<file path="src/rtl/exc_pkg.sv">
package exc_pkg;
  localparam int RS_W = 6;
  localparam int IL_W = 6;

  typedef struct packed {
    logic            srs;
    logic            rsie;
    logic            nmi;
    logic [RS_W-1:0] prs;
    logic [RS_W-1:0] crs;
    logic [IL_W-1:0] il;
    logic            ih;
    logic            eh;
    logic            u;
    logic            pie;
  } stat_t;

  localparam int STAT_W = $bits(stat_t);

  localparam logic [1:0] CAUSE_EXC = 2'd0;
  localparam logic [1:0] CAUSE_IRQ = 2'd1;
  localparam logic [1:0] CAUSE_EXT = 2'd2;

  // tlbmisc bit positions
  localparam int TM_BAD  = 0;
  localparam int TM_PERM = 1;
  localparam int TM_DBL  = 2;
  localparam int TM_D    = 3;

  function automatic stat_t strip_stat(stat_t s, bit mmu, bit srs, bit eic);
    stat_t r;
    r = s;
    if (!mmu) begin
      r.eh = 1'b0;
      r.u  = 1'b0;
    end
    if (!srs) begin
      r.crs  = '0;
      r.prs  = '0;
      r.rsie = 1'b0;
      r.srs  = 1'b0;
    end
    if (!eic) begin
      r.ih  = 1'b0;
      r.nmi = 1'b0;
      r.il  = '0;
    end
    return r;
  endfunction
endpackage

</file>
<file path="src/rtl/exc_cause_decode.sv">
module exc_cause_decode
  import exc_pkg::*;
#(
  parameter bit HAS_MMU = 1'b1,
  parameter bit HAS_EIC = 1'b1
) (
  input  logic [1:0] cause_i,
  input  logic       eh_i,
  input  logic       miss_i,
  input  logic       perm_i,
  input  logic       bad_i,
  input  logic       dacc_i,
  output logic       ext_o,
  output logic       nested_o,
  output logic       miss_o,
  output logic       perm_o,
  output logic       bad_o,
  output logic       dacc_o
);
  logic fault;

  always_comb begin
    ext_o    = HAS_EIC && (cause_i == CAUSE_EXT);
    nested_o = HAS_MMU && eh_i;
    // TLB-class flags only exist with an MMU and only for noninterrupt causes
    fault    = HAS_MMU && (cause_i == CAUSE_EXC);
    miss_o   = fault && miss_i;
    perm_o   = fault && perm_i;
    bad_o    = fault && bad_i;
    dacc_o   = fault && dacc_i;
  end
endmodule

</file>
<file path="src/rtl/exc_status_next.sv">
module exc_status_next
  import exc_pkg::*;
#(
  parameter bit HAS_MMU = 1'b1,
  parameter bit HAS_SRS = 1'b1
) (
  input  stat_t           cur_i,
  input  logic            ext_i,
  input  logic            nested_i,
  input  logic [RS_W-1:0] rrs_i,
  input  logic            nmi_i,
  input  logic [IL_W-1:0] il_i,
  output stat_t           stat_o,
  output stat_t           sst_o,
  output logic            wr_est_o,
  output logic            wr_sst_o
);
  logic rrs_zero;

  always_comb begin
    rrs_zero = (rrs_i == '0);

    stat_o     = cur_i;
    stat_o.pie = 1'b0;
    stat_o.u   = 1'b0;
    stat_o.eh  = HAS_MMU;
    if (ext_i) begin
      stat_o.ih   = 1'b1;
      stat_o.nmi  = nmi_i;
      stat_o.il   = il_i;
      stat_o.rsie = 1'b0;
      stat_o.crs  = rrs_i;
      stat_o.prs  = cur_i.crs;
    end

    sst_o     = cur_i;
    sst_o.srs = HAS_SRS && (rrs_i != cur_i.crs);

    wr_est_o = !nested_i && (!ext_i || rrs_zero);
    wr_sst_o = HAS_SRS && ext_i && !rrs_zero;
  end
endmodule

</file>
<file path="src/rtl/exc_mmu_next.sv">
module exc_mmu_next
  import exc_pkg::*;
(
  input  logic       ext_i,
  input  logic       nested_i,
  input  logic       miss_i,
  input  logic       perm_i,
  input  logic       bad_i,
  input  logic       dacc_i,
  input  logic [3:0] tm_q_i,
  output logic [3:0] tm_d_o,
  output logic       vpn_ld_o
);
  always_comb begin
    tm_d_o = tm_q_i;
    if (!ext_i) begin
      tm_d_o[TM_DBL] = miss_i && nested_i;
      // first-exception diagnostics survive a nested entry
      if (!nested_i) begin
        tm_d_o[TM_D]    = dacc_i;
        tm_d_o[TM_PERM] = perm_i;
        tm_d_o[TM_BAD]  = bad_i;
      end
    end
    vpn_ld_o = !ext_i && !nested_i && (miss_i || perm_i);
  end
endmodule

</file>
<file path="src/rtl/exc_entry_unit.sv">
module exc_entry_unit
  import exc_pkg::*;
#(
  parameter bit               HAS_MMU  = 1'b1,
  parameter bit               HAS_SRS  = 1'b1,
  parameter bit               HAS_EIC  = 1'b1,
  parameter int               ADDR_W   = 32,
  parameter int               VPN_W    = 20,
  parameter logic [ADDR_W-1:0] GEN_VEC  = 'h20,
  parameter logic [ADDR_W-1:0] FAST_VEC = 'h100
) (
  input  logic              clk_i,
  input  logic              rst_ni,
  input  logic              exc_i,
  input  logic [1:0]        cause_i,
  input  logic              tlb_miss_i,
  input  logic              tlb_perm_i,
  input  logic              bad_addr_i,
  input  logic              data_acc_i,
  input  logic [STAT_W-1:0] status_i,
  input  logic [VPN_W-1:0]  fault_vpn_i,
  input  logic [ADDR_W-1:0] ret_addr_i,
  input  logic [ADDR_W-1:0] eic_handler_i,
  input  logic [RS_W-1:0]   eic_rrs_i,
  input  logic              eic_nmi_i,
  input  logic [IL_W-1:0]   eic_il_i,
  output logic [ADDR_W-1:0] pc_o,
  output logic [STAT_W-1:0] status_o,
  output logic [STAT_W-1:0] estatus_o,
  output logic [STAT_W-1:0] sstatus_o,
  output logic [ADDR_W-1:0] ea_o,
  output logic [VPN_W-1:0]  pte_vpn_o,
  output logic [3:0]        tlbmisc_o
);
  stat_t           cur;
  stat_t           stat_d, sst_d;
  stat_t           stat_q, est_q;
  logic            ext, nested, miss, perm, bad, dacc;
  logic            wr_est, wr_sst;
  logic [RS_W-1:0] rrs;
  logic [ADDR_W-1:0] pc_q, pc_d, ea_q;

  assign cur = strip_stat(stat_t'(status_i), HAS_MMU, HAS_SRS, HAS_EIC);
  assign rrs = HAS_SRS ? eic_rrs_i : '0;

  exc_cause_decode #(.HAS_MMU(HAS_MMU), .HAS_EIC(HAS_EIC)) u_dec (
    .cause_i (cause_i),
    .eh_i    (cur.eh),
    .miss_i  (tlb_miss_i),
    .perm_i  (tlb_perm_i),
    .bad_i   (bad_addr_i),
    .dacc_i  (data_acc_i),
    .ext_o   (ext),
    .nested_o(nested),
    .miss_o  (miss),
    .perm_o  (perm),
    .bad_o   (bad),
    .dacc_o  (dacc)
  );

  exc_status_next #(.HAS_MMU(HAS_MMU), .HAS_SRS(HAS_SRS)) u_stat (
    .cur_i   (cur),
    .ext_i   (ext),
    .nested_i(nested),
    .rrs_i   (rrs),
    .nmi_i   (eic_nmi_i),
    .il_i    (eic_il_i),
    .stat_o  (stat_d),
    .sst_o   (sst_d),
    .wr_est_o(wr_est),
    .wr_sst_o(wr_sst)
  );

  always_comb begin
    if (ext)                  pc_d = eic_handler_i;
    else if (miss && !nested) pc_d = FAST_VEC;
    else                      pc_d = GEN_VEC;
  end

  always_ff @(posedge clk_i or negedge rst_ni) begin
    if (!rst_ni) begin
      pc_q   <= '0;
      stat_q <= '0;
      est_q  <= '0;
      ea_q   <= '0;
    end else if (exc_i) begin
      pc_q   <= pc_d;
      stat_q <= stat_d;
      if (wr_est) begin
        est_q <= cur;
        ea_q  <= ret_addr_i;
      end
    end
  end

  if (HAS_SRS) begin : g_sst
    stat_t sst_q;
    always_ff @(posedge clk_i or negedge rst_ni) begin
      if (!rst_ni)               sst_q <= '0;
      else if (exc_i && wr_sst)  sst_q <= sst_d;
    end
    assign sstatus_o = sst_q;
  end else begin : g_no_sst
    assign sstatus_o = '0;
  end

  if (HAS_MMU) begin : g_mmu
    logic [3:0]       tm_q, tm_d;
    logic [VPN_W-1:0] vpn_q;
    logic             vpn_ld;
    exc_mmu_next u_mmu (
      .ext_i   (ext),
      .nested_i(nested),
      .miss_i  (miss),
      .perm_i  (perm),
      .bad_i   (bad),
      .dacc_i  (dacc),
      .tm_q_i  (tm_q),
      .tm_d_o  (tm_d),
      .vpn_ld_o(vpn_ld)
    );
    always_ff @(posedge clk_i or negedge rst_ni) begin
      if (!rst_ni) begin
        tm_q  <= '0;
        vpn_q <= '0;
      end else if (exc_i) begin
        tm_q <= tm_d;
        if (vpn_ld) vpn_q <= fault_vpn_i;
      end
    end
    assign tlbmisc_o = tm_q;
    assign pte_vpn_o = vpn_q;
  end else begin : g_no_mmu
    assign tlbmisc_o = '0;
    assign pte_vpn_o = '0;
  end

  assign pc_o      = pc_q;
  assign status_o  = stat_q;
  assign estatus_o = est_q;
  assign ea_o      = ea_q;

  p_hold_r2: assert property (@(posedge clk_i) disable iff (!rst_ni)
    !exc_i |=> $stable(pc_o) && $stable(status_o) && $stable(estatus_o)
               && $stable(ea_o) && $stable(tlbmisc_o) && $stable(pte_vpn_o));

  p_entry_r3: assert property (@(posedge clk_i) disable iff (!rst_ni)
    exc_i |=> !stat_q.pie && !stat_q.u && (stat_q.eh == HAS_MMU));

  p_vec_r4: assert property (@(posedge clk_i) disable iff (!rst_ni)
    exc_i && !ext |=> (pc_o == GEN_VEC) || (pc_o == FAST_VEC));

  p_keep_r5: assert property (@(posedge clk_i) disable iff (!rst_ni)
    exc_i && nested |=> $stable(estatus_o) && $stable(ea_o) && $stable(pte_vpn_o));

  p_dbl_r8: assert property (@(posedge clk_i) disable iff (!rst_ni)
    exc_i && !ext && !(miss && nested) |=> !tlbmisc_o[TM_DBL]);

  p_ext_pc_r10: assert property (@(posedge clk_i) disable iff (!rst_ni)
    exc_i && ext |=> pc_o == $past(eic_handler_i));

  p_ext_keep_r12: assert property (@(posedge clk_i) disable iff (!rst_ni)
    exc_i && ext |=> $stable(tlbmisc_o) && $stable(pte_vpn_o));
endmodule

</file>
<file path="config.mk">
export PLATFORM = sky130hd
export DESIGN_NAME = exc_entry_unit
export DESIGN_NICKNAME = d
export VERILOG_FILES = /design/src/rtl/exc_pkg.sv /design/src/rtl/exc_cause_decode.sv /design/src/rtl/exc_status_next.sv /design/src/rtl/exc_mmu_next.sv /design/src/rtl/exc_entry_unit.sv
export SDC_FILE = /design/constraint.sdc
export NUM_CORES = 1
export LEC_CHECK = 0
export ABC_AREA = 1
export CAP_MARGIN = 15
export CORE_AREA = 2 2 114 116
export CTS_BUF_LIST = sky130_fd_sc_hd__clkbuf_4
export CTS_CLUSTER_DIAMETER = 80
export DETAILED_ROUTE_END_ITERATION = 10
export DIE_AREA = 0 0 116 118
export DONT_BUFFER_PORTS = 1
export PLACE_DENSITY_LB_ADDON = 0.3
export SLEW_MARGIN = 10
export SYNTH_ARGS = -nofsm -noshare
export SYNTH_HDL_FRONTEND = slang
export SYNTH_SLANG_ARGS = --single-unit
</file>
<file path="constraint.sdc">
create_clock -name clk_i -period 0.8 [get_ports clk_i]
set_clock_uncertainty 0.1 [all_clocks]
set_input_delay 0.16 -clock clk_i [delete_from_list [all_inputs] [get_ports clk_i]]
set_output_delay 0.16 -clock clk_i [all_outputs]
set_load 0.02 [all_outputs]
</file>
==> results of run 1 <==
through the flow:
| step | hold slack [ns] | setup TNS (ns) | std cells |
|---|---|---|---|
| detailed placement | -0.231 | -52.70 | 1040 |
| floorplan | -0.236 | -35.28 | 727 |
| CTS | -0.865 | -138.38 | 1233 |
| global placement | -0.232 | -46.82 | 1040 |
kinds of logic after synthesis:
| logic type | share of synthesized area |
|---|---|
| DFF | 0.624 |
| and+or+nand+nor | 0.252 |
| buffers and inverters | 0.0500 |
| other | 0.000581 |
| AOI/OAI and AO/OA | 0.0737 |
what timing repair did:
item,in CTS
buffers inserted,43
hold buffers,118
hold endpoints to repair,322
pin swaps,5
gates cloned,0
setup endpoints to repair,165
gates resized for setup,94
==> results.py, run 1 <==
metrics = {
    "placed_design": {
        "place.gp.congestion": 0.883,
        "pre_cts_ws_ns": -0.459,
        "numPortBuffers": 0,
        "hpwl_um": 14400,
        "place_area_um2": 9230,
    },
    "timing": {
        "crit_endpoint": "status_o[17]",
        "worstEpCategory": "output port",
    },
    "clocking": {
        "htreeDepth": 4,
        "clockBufferDepth": 2,
        "root_buffer": "clkbuf_4",
        "clkSinkCount": 161,
        "cts_buffers": 17,
    },
    "synthesis": {
        "syn_area_um2": 6450,
        "syn_avg_cell_area_um2": 8.89,
        "yosysWarnings": 0,
        "synth_area_leader_cell": "dfrtp_1",
        "yosys-top-cells-area": "dfrtp_1 (62%), nand2_1 (16%), nand3_1 (7.0%)",
        "synth_edf_count": 0,
        "synth_seq_cells": 161,
        "ys_types": 21,
        "synth.most_common_cell": "nand2_1",
        "synth-async-reset-ratio": 1.00,
        "synth_cells": 726,
        "ys_seq_area_frac": 0.624,
        "ys.flop_type": "dfrtp_1",
        "yosys.area.top_type_share": 0.624,
        "yosys-top-cells-count": "nand2_1 (268), dfrtp_1 (161), nand3_1 (90)",
    },
    "floorplanning": {
        "fp-row-count": 41,
        "dieHeight_um": 118,
        "initial_core_util": 0.520,
        "pin_count": 294,
        "die_w_um": 116,
    },
    "run_status": {
        "status": "aborted with a tool error",
        "tool.error": "[ERROR DPL-0038] Utilization greater than 100%, impossible to legalize",
        "failing_step": "global routing",
    },
    "grt": {
        "grt_max_degree": 162,
    },
}
==> run 2, diff against run 1 <==
--- a/config.mk
+++ b/config.mk
@@ -7,13 +7,10 @@
 export LEC_CHECK = 0
 export ABC_AREA = 1
 export CAP_MARGIN = 15
-export CORE_AREA = 2 2 114 116
-export CTS_BUF_LIST = sky130_fd_sc_hd__clkbuf_4
-export CTS_CLUSTER_DIAMETER = 80
+export CORE_UTILIZATION = 40
 export DETAILED_ROUTE_END_ITERATION = 10
-export DIE_AREA = 0 0 116 118
 export DONT_BUFFER_PORTS = 1
-export PLACE_DENSITY_LB_ADDON = 0.3
+export PLACE_DENSITY_LB_ADDON = 0.15
 export SLEW_MARGIN = 10
 export SYNTH_ARGS = -nofsm -noshare
 export SYNTH_HDL_FRONTEND = slang
==> constraint.sdc (replaced) <==
create_clock -name clk_i -period 1 [get_ports clk_i]
set_clock_uncertainty 0.1 [all_clocks]
set_input_delay 0.2 -clock clk_i [delete_from_list [all_inputs] [get_ports clk_i]]
set_output_delay 0.2 -clock clk_i [all_outputs]
set_load 0.02 [all_outputs]
==> run 2 against run 1 <==
Compared with the run above:
- the flow now finishes, with violations (negative hold slack, negative setup slack)
- synthesized cell count stayed put
- area after synthesis stayed put
==> results.py, run 2 <==
metrics = {
    "grt": {
        "grt_usage": 0.238,
        "grt.overflow.total": 0,
        "use_met2": 0.419,
        "grt_max_degree": 162,
        "top_usage_layer": "met2",
        "use_met1": 0.275,
        "use_met3": 0.0706,
        "grt_pass1_wl_um": 30000,
        "grt_pass1_vias": 5701,
        "antenna_found_initial": 0,
    },
    "worst_setup_path": {
        "crit_buf_inv": 1,
        "critPathLaunchType": "register",
        "r2r_slack_ns": 0.02,
        "path_max_fanout": 2,
        "cp.arrival_ns": 0.97,
        "max_stage_delay_ns": 0.41,
        "path_class": "reg2out",
        "crit_required_ns": 0.70,
        "cpMaxStageDelayCell": "dfrtp_1",
        "end_kind": "primary output",
        "crit_family": "flip-flops",
        "crit_chain": "buf_6",
    },
    "run_status": {
        "status": "finished, violations left",
        "violations": "negative hold slack, negative setup slack",
    },
    "timing": {
        "max_freq_ghz": 0.785,
        "setup_viol": 162,
        "fin_setup_tns_ns": -30.86,
        "hold_viol": 214,
        "rsz0062_at_grt": "true",
        "fin_crit_sh": 1.27,
        "fin_crit_ns": 1.27,
        "fin_ws_ns": -0.273,
        "slew_viol_final": 0,
        "whs_ns": -0.619,
    },
    "route": {
        "viasPerCell": 5.00,
        "num_vias": 5862,
        "firstDrtPassIters": 5,
        "drt_wl_total_um": 20300,
        "postRouteAntennaNets": 0,
        "drc": 0,
        "wl_per_cell_um": 17.3,
        "detail_route.iter0.violations": 321,
    },
    "clocking": {
        "clockBufferDepth": 2,
        "tritoncts": "done",
        "clk_pin_slew_ns": 0.06,
        "clkSinkCount": 161,
        "htreeDepth": 4,
        "clk_latency_ns": 0.41,
        "cts_buffers": 17,
        "root_buffer": "clkbuf_16",
    },
    "synthesis": {
        "ys.flop_type": "dfrtp_1",
        "synth-async-reset-ratio": 1.00,
        "ys_seq_area_frac": 0.624,
        "syn_avg_cell_area_um2": 8.89,
        "synth_area_leader_cell": "dfrtp_1",
        "syn_area_um2": 6450,
        "synth_edf_count": 0,
        "synth_cells": 726,
        "yosys-top-cells-count": "nand2_1 (268), dfrtp_1 (161), nand3_1 (90)",
        "synth.most_common_cell": "nand2_1",
        "yosys.area.top_type_share": 0.624,
        "yosys-top-cells-area": "dfrtp_1 (62%), nand2_1 (16%), nand3_1 (7.0%)",
        "synth_seq_cells": 161,
        "yosysWarnings": 0,
        "ys_types": 21,
    },
    "floorplanning": {
        "die_w_um": 129,
        "dieHeight_um": 129,
        "pin_count": 294,
        "fp-row-count": 46,
        "dieArea_um2": 16600,
        "core-area_um2": 15800,
        "initial_core_util": 0.408,
    },
    "placed_design": {
        "place.gp.congestion": 0.788,
        "hpwl_um": 12700,
        "pre_cts_ws_ns": -0.294,
        "numPortBuffers": 0,
    },
    "layout": {
        "fill_cells": 1331,
        "fin_nets": 1074,
        "drive_gt1_frac": 0.306,
        "num_antenna_cells": 0,
        "final_cell_mix": "nand2_1 (263), dlygate4sd3_1 (113), dfrtp_2 (112)",
        "final_common_cell": "nand2_1",
        "multi_input_area_um2": 2220,
        "syn_to_final_growth_pct": 51.4,
        "seqCellArea_um2": 4170,
    },
    "pwr": {
        "leakage_nw": 4.77,
        "worst_ir_drop_vdd_uv": 1180,
        "powerDensity_nw_per_um2": 1850,
        "total_power_mw": 18.1,
    },
    "flow_run": {
        "maxCapViolCount": 0,
    },
    "hold_path": {
        "min_path_type": "in2async",
    },
}
==> run 2: cell counts after synthesis <==
Identical to the previous run, type by type.
==> run 2: final timing paths <==
kind / startpoint / endpoint / cells past startpoint
hold reg to reg: status_o[2] / status_o[2] / 1
setup reg to reg: sstatus_o[4] / sstatus_o[4] / 4
min in group clk_i: exc_i / status_o[21] / 2
max in group asynchronous: rst_ni / status_o[15] / 0
hold / removal: rst_ni / status_o[8] / 0
setup / recovery: sstatus_o[12] / sstatus_o[12] / 1
==> run 2: routing by layer <==
layer,vias to the layer above,routed length (um)
met1,2842,7960
li1,2763,-
met5,-,0
met2,234,10600
met4,0,269
met3,23,1400
==> run 2: kinds of logic (layout without fill, tap and decap cells) <==
group	after synthesis	after routing	share of synthesized area
AO/OA/AOI/OAI	93	93	0.0737
buffers and inverters	77	304	0.0500
flip-flops	161	161	0.624
other	1	2	0.000581
AND/OR/NAND/NOR	394	396	0.252
==> run 2: what timing repair did <==
action | CTS | global route
setup buffers | 18 | 18
gates cloned | 0 | 2
gates resized for setup | 160 | 24
hold buffers | 115 | 7
setup endpoints to repair | 161 | 190
hold endpoints to repair | 319 | 216
pin swaps | 0 | 3
==> run 2: stage by stage <==
stage | hold WS [ns] | instances | util | instance area [um^2]
2_1_floorplan | -0.196 | 727 | - | 6650
3_5_place_dp | -0.191 | 981 | 0.465 | 7370
3_3_place_gp | -0.191 | 981 | 0.465 | 7370
5_1_grt | -0.650 | 1172 | 0.618 | 9780
4_1_cts | -0.643 | 1146 | 0.600 | 9500
6_report | -0.619 | 1172 | 0.618 | 9780
==> run 2: layout make-up <==
| cell class | instances | share of cell area |
|---|---|---|
| clock inverters | 15 | 0.0109 |
| repair buffers | 240 | 0.251 |
| clock buffers | 17 | 0.0435 |
| multi-input cells | 491 | 0.227 |
| inverters | 32 | 0.0136 |
| flip-flops and latches | 161 | 0.426 |
| well taps | 216 | 0.0276 |
==> run 2: power by group <==
part / leakage, nW / internal [mW] / switching, mW
logic: 2.63 / 1.70 / 1.54
clock network: 0.252 / 3.19 / 2.71
registers: 1.88 / 7.52 / 1.45
(Power assumes the default switching activity.)
